==> src/rtl/adc_clk_acq_timer.sv <==
module adc_clk_acq_timer #(
  parameter longint unsigned PCLK_HZ    = 150_000_000,
  parameter longint unsigned ADC_MAX_HZ = 25_000_000,
  parameter int PS_W  = 4,
  parameter int ACQ_W = 4
) (
  input  logic             clk,
  input  logic             rst_n,
  input  logic             clk_en,
  input  logic [PS_W-1:0]  core_div,
  input  logic             half_sel,
  input  logic [ACQ_W-1:0] acq_len,
  input  logic             sample_start,
  output logic             adc_tick,
  output logic             sample_win,
  output logic             win_done,
  output logic             cfg_too_fast
);
  localparam int C1_W  = PS_W + 1;
  localparam int DIV_W = PS_W + 2;

  logic [C1_W-1:0]  c1_cnt, c1_lim, c1_next;
  logic             c2_cnt, c2_lim;
  logic             t1;
  logic             pend, win, done_q;
  logic [ACQ_W-1:0] acnt, acq_q;
  logic             open_w, last_w;
  logic [DIV_W-1:0] d1, d_tot;

  assign c1_next  = (core_div == '0) ? '0 : {core_div, 1'b0} - C1_W'(1);
  assign t1       = clk_en && (c1_cnt == c1_lim);
  assign adc_tick = t1 && (c2_cnt == c2_lim);

  always_ff @(posedge clk) begin
    if (!rst_n) begin
      c1_cnt <= '0;
      c1_lim <= '0;
      c2_cnt <= 1'b0;
      c2_lim <= 1'b0;
    end else if (!clk_en) begin
      c1_cnt <= '0;
      c1_lim <= c1_next;
      c2_cnt <= 1'b0;
      c2_lim <= half_sel;
    end else if (t1) begin
      c1_cnt <= '0;
      c1_lim <= c1_next;
      if (c2_cnt == c2_lim) begin
        c2_cnt <= 1'b0;
        c2_lim <= half_sel;
      end else begin
        c2_cnt <= c2_cnt + 1'b1;
      end
    end else begin
      c1_cnt <= c1_cnt + C1_W'(1);
    end
  end

  assign open_w = adc_tick && !win && (pend || sample_start);
  assign last_w = win && adc_tick && (acnt == acq_q);

  always_ff @(posedge clk) begin
    if (!rst_n) begin
      pend   <= 1'b0;
      win    <= 1'b0;
      done_q <= 1'b0;
      acnt   <= '0;
      acq_q  <= '0;
    end else if (!clk_en) begin
      pend   <= 1'b0;
      win    <= 1'b0;
      done_q <= 1'b0;
      acnt   <= '0;
    end else begin
      done_q <= last_w;
      if (last_w)
        win <= 1'b0;
      else if (win && adc_tick)
        acnt <= acnt + 1'b1;
      if (open_w) begin
        win   <= 1'b1;
        pend  <= 1'b0;
        acnt  <= '0;
        acq_q <= acq_len;
      end else if (sample_start && !win) begin
        pend <= 1'b1;
      end
    end
  end

  assign sample_win = win;
  assign win_done   = done_q;

  assign d1           = (core_div == '0) ? DIV_W'(1) : DIV_W'({core_div, 1'b0});
  assign d_tot        = half_sel ? (d1 << 1) : d1;
  assign cfg_too_fast = PCLK_HZ > (ADC_MAX_HZ * 64'(d_tot));
endmodule

==> config.mk <==
export PLATFORM = sky130hd
export DESIGN_NAME = adc_clk_acq_timer
export DESIGN_NICKNAME = d
export VERILOG_FILES = /design/src/rtl/adc_clk_acq_timer.sv
export SDC_FILE = /design/constraint.sdc
export NUM_CORES = 1
export LEC_CHECK = 0
export BUFFER_PORTS_ARGS = -buffer_cell sky130_fd_sc_hd__buf_2
export CAP_MARGIN = 5
export CORE_UTILIZATION = 69
export CTS_BUF_LIST = sky130_fd_sc_hd__clkbuf_8
export CTS_CLUSTER_SIZE = 20
export DETAILED_ROUTE_END_ITERATION = 7
export GPL_ROUTABILITY_DRIVEN = 0
export PLACE_DENSITY = 0.89
export SLEW_MARGIN = 20
export SYNTH_ARGS = -nofsm -noshare
export SYNTH_HDL_FRONTEND = slang
export SYNTH_SLANG_ARGS = --single-unit
==> constraint.sdc <==
create_clock -name clk -period 10.2 [get_ports clk]
set_input_delay 0.51 -clock clk [delete_from_list [all_inputs] [get_ports clk]]
set_output_delay 0.51 -clock clk [all_outputs]
set_load 0.01 [all_outputs]
==> metrics.md <==
| Metric | Value |
|---|---|
| Drt wl/cell | `14.80 µm` |
| P_leak | `approximately 1.6 nW` |
| Post-synthesis sequential area ratio | `between 10% and 20%` |
| Die height | `between 60 and 70 µm` |
| Yosys warnings | `0` |
| Slew Viols, Final | `0` |
| Root buffer cell | `clkbuf_8` |
| DRC | `0` |
| RSZ-0062 raised after global routing | `no` |
| Hold Path Class | `flip-flop to flip-flop` |
| TritonCTS Sinks | `23` |
| Post-synth EDFFs | `0` |
| Syn Inst Count | `approximately 350` |
| Top post-synthesis cells by area | `ha_1 (18%), dfxtp_1 (16%), fa_1 (14%), inv_1 (6.5%), xor2_1 (4.5%)` |
| WHS Path Cells | `1` |
| Avg Cell Area, Syn | `8.527 µm²` |
| R2R cell count | `7` |
| Area of the multi-input gates | `between 2000 and 2500 µm²` |
| Worst skew pair latency | `~0.26 ns` |
| Min cycle time layout | `slightly above 6 ns` |
| Clk pwr share | `about a tenth` |
| Die Footprint | `approximately 4500 µm²` |
| Required time worst endpoint | `just under 10 ns` |
| Post-DRT Antenna Nets | `0` |
| DR pass1 iterations | `4` |
| Sw Pwr | `0.2679 mW` |
| Net Sw Frac | `between 40% and 50%` |
| Slew HR | `56.20%` |
| CTS Buf Count | `3` |
| Worst reg2reg path startpoint | `c1_cnt[0]` |
| DRT Wirelength | `around 6100 µm` |
| Setup bufs post-CTS | `0` |
| Clock slew at reported path FFs | `about 0.070 ns` |
| Setup TNS | `0 ns` |
| Width of the die | `approximately 67 µm` |
| Hold EP | `c1_cnt[0]` |
| Post-DP HPWL | `5042 µm` |
| FF-to-FF setup slack | `about 7.8 ns` |
| Leading area contributor after synthesis | `ha_1` |
| FF+latch count, synth | `23` |
| Via Count | `2426` |
| Setup crit start kind | `primary input` |
| HP Start | `c1_cnt[0]` |
| Max IR drop VDD | `around 0.00013 V` |
| WP data arrival | `around 5.7 ns` |
| Outcome | `complete, no violations` |
| H-tree Lvls | `1` |
| Most frequent cell after synthesis | `inv_1` |
| Core area | `around 4100 µm²` |
| Critical path class | `primary input to primary output` |
| First-pass GRT wire length | `between 10000 and 15000 µm` |
| Initial drt markers | `about 120` |
| Seq pwr share | `between 10% and 20%` |
| Comb power frac | `73.1%` |
| Sequential cell area | `around 460 µm²` |
| Highest Clock Rate | `around 0.16 GHz` |
| Asr flop ratio synth | `0%` |
| Antenna violations before repair | `0` |
| GRT overflow | `0` |
| Top cells by count, synth | `inv_1 (51), ha_1 (42), nor2_1 (30)` |
| Crit end category | `primary output` |
| Critical R2R Capture | `acnt[2]` |
| Vias per cell | `slightly below 6` |
| Final Util | `between 70% and 80%` |
| Layout cells sized above 1 | `a little over a tenth` |
| Crit. Startpoint | `core_div[3]` |
| Internal power | `a little under 0.3 mW` |
| Number of global-route vias before repair | `approximately 2.3k` |
| Area growth, synth to finish | `5.640%` |
| Final Skew | `between 0.007 and 0.008 ns` |
| Final setup fails | `0` |
| Fill count | `277` |
| Global Route Usage Sum | `between 20 and 30%` |
| Synth top area share | `around 18%` |
| Ports | `17` |
| Crit path max fanout | `8` |
| P per Cell Area | `181.4 nW/µm²` |
| Initial core utilization | `72.71%` |
| Final Hold Violating Endpoints | `0` |
| Syn Std Cell Area | `2950 µm²` |
| Fin nets | `approximately 440` |
| Synth cell types | `50` |
| Post-CTS Hold Fix Bufs | `0` |
| Max Buffers Root-to-Sink | `2` |
| Rows | `23` |
| CTS tree | `built` |
| Least-Margin Pin Slew | `roughly 0.65 ns` |
| Gates resized, CTS repair | `0` |
| Max_cap viols | `0` |
| Final Cycle Share | `between 60% and 70%` |
| Ant diodes | `0` |
| Largest net degree at the start of global routing | `14` |
| Port bufs | `16` |
| Synthesized net count | `around 420` |
| Main synth FF type | `dfxtp_1` |
critical path, stage by stage:
cell and delay (ns):
buf_2 0.15, nor4_1 0.53, nand2b_1 0.20, inv_1 0.19, fa_1 0.54, inv_1 0.12
fa_1 0.45, fa_1 0.54, inv_1 0.05, ha_1 0.33, nand4_1 0.11, nor2_1 0.26
o221ai_1 0.29, a21oi_2 0.36, o2bb2ai_1 0.16, nand2_1 0.07, a2111oi_0 0.63, a211oi_2 0.06
buf_2 0.17
through the flow:
stage          setup WS (ns)  hold slack, ns  area (µm²)  cells  total power [mW]
3_5_place_dp           4.034          0.4654        3070    406            0.5045
5_1_grt                3.640          0.5110        3117    410            0.6224
3_3_place_gp           4.293          0.4570        3070    406            0.4932
6_report               3.970          0.4754        3117    410            0.5655
2_1_floorplan          4.514          0.4374        2950    346            0.4274
4_1_cts                4.036          0.4832        3117    410            0.5635
flip-flops by register name, indices dropped and copies added, names as in the netlist:
| name | count |
|---|---|
| c1_lim | 5 |
| c2_cnt | 1 |
| win_done | 1 |
| acq_q | 4 |
| c1_cnt | 5 |
| acnt | 4 |
| sample_win | 1 |
| pend | 1 |
| c2_lim | 1 |
power groups by stage:
stage,combinational [mW],clock (mW),sequential (mW)
2_1_floorplan,0.329,0,0.0987
3_3_place_gp,0.394,0,0.0992
3_5_place_dp,0.405,0,0.0994
4_1_cts,0.409,0.0572,0.0973
5_1_grt,0.464,0.0607,0.0979
6_report,0.413,0.0547,0.0973
per-layer routing:
| metal | vias to the layer above | global-route usage [%] | routed length, µm |
|---|---|---|---|
| li1 | 1211 | - | - |
| met1 | 1146 | 38.53 | 2753 |
| met5 | - | 0 | 0 |
| met4 | 0 | 4.787 | 82 |
| met2 | 59 | 51.13 | 2926 |
| met3 | 10 | 5.574 | 304 |
placed cells by master (no fill, tap or decap), types with 3 or more instances in the layout:
| cell | count |
|---|---|
| a211oi_1 | 3 |
| a21o_1 | 5 |
| a21oi_1 | 14 |
| a22o_1 | 3 |
| and2_1 | 5 |
| buf_2 | 16 |
| clkbuf_8 | 3 |
| dfxtp_1 | 23 |
| fa_1 | 20 |
| ha_1 | 42 |
| inv_1 | 51 |
| mux2_2 | 5 |
| mux2i_1 | 9 |
| nand2_1 | 16 |
| nand2b_1 | 6 |
| nand3_1 | 11 |
| nor2_1 | 30 |
| nor2b_1 | 6 |
| nor3_1 | 8 |
| nor3_2 | 3 |
| nor4_1 | 3 |
| o211a_1 | 3 |
| o21a_1 | 3 |
| o21ai_0 | 14 |
| or2_2 | 3 |
| xnor2_1 | 10 |
| xor2_1 | 15 |
logic make-up (layout without fill, tap and decap cells):
logic type	count (synthesis)	in the layout	synth area share, %
XOR/XNOR	25	25	7.422
AO/OA/AOI/OAI	65	65	15.90
buffers and inverters	57	71	7.252
multiplexers	14	14	4.962
flip-flops	23	23	15.61
AND/OR/NAND/NOR	100	100	17.47
adder cells (fa/ha/maj)	62	62	31.38
area by class of cell:
class / count / area share (%)
inverter: 51 / 6.142
clock inverter: 1 / 0.1606
sequential: 23 / 14.77
tap: 50 / 2.007
multi-input combinational: 266 / 73.02
timing repair buffer: 16 / 2.569
clock buffer: 3 / 1.325
how the worst max path moves through the flow:
stage                   end  slack (ns)  cells past startpoint
6_report       cfg_too_fast        3.97                     19
5_1_grt        cfg_too_fast        3.64                     19
4_1_cts        cfg_too_fast        4.04                     19
3_5_place_dp   cfg_too_fast        4.03                     19
3_3_place_gp   cfg_too_fast        4.29                     18
2_1_floorplan  cfg_too_fast        4.51                     17
No activity file was read; power rests on OpenSTA's default activity.
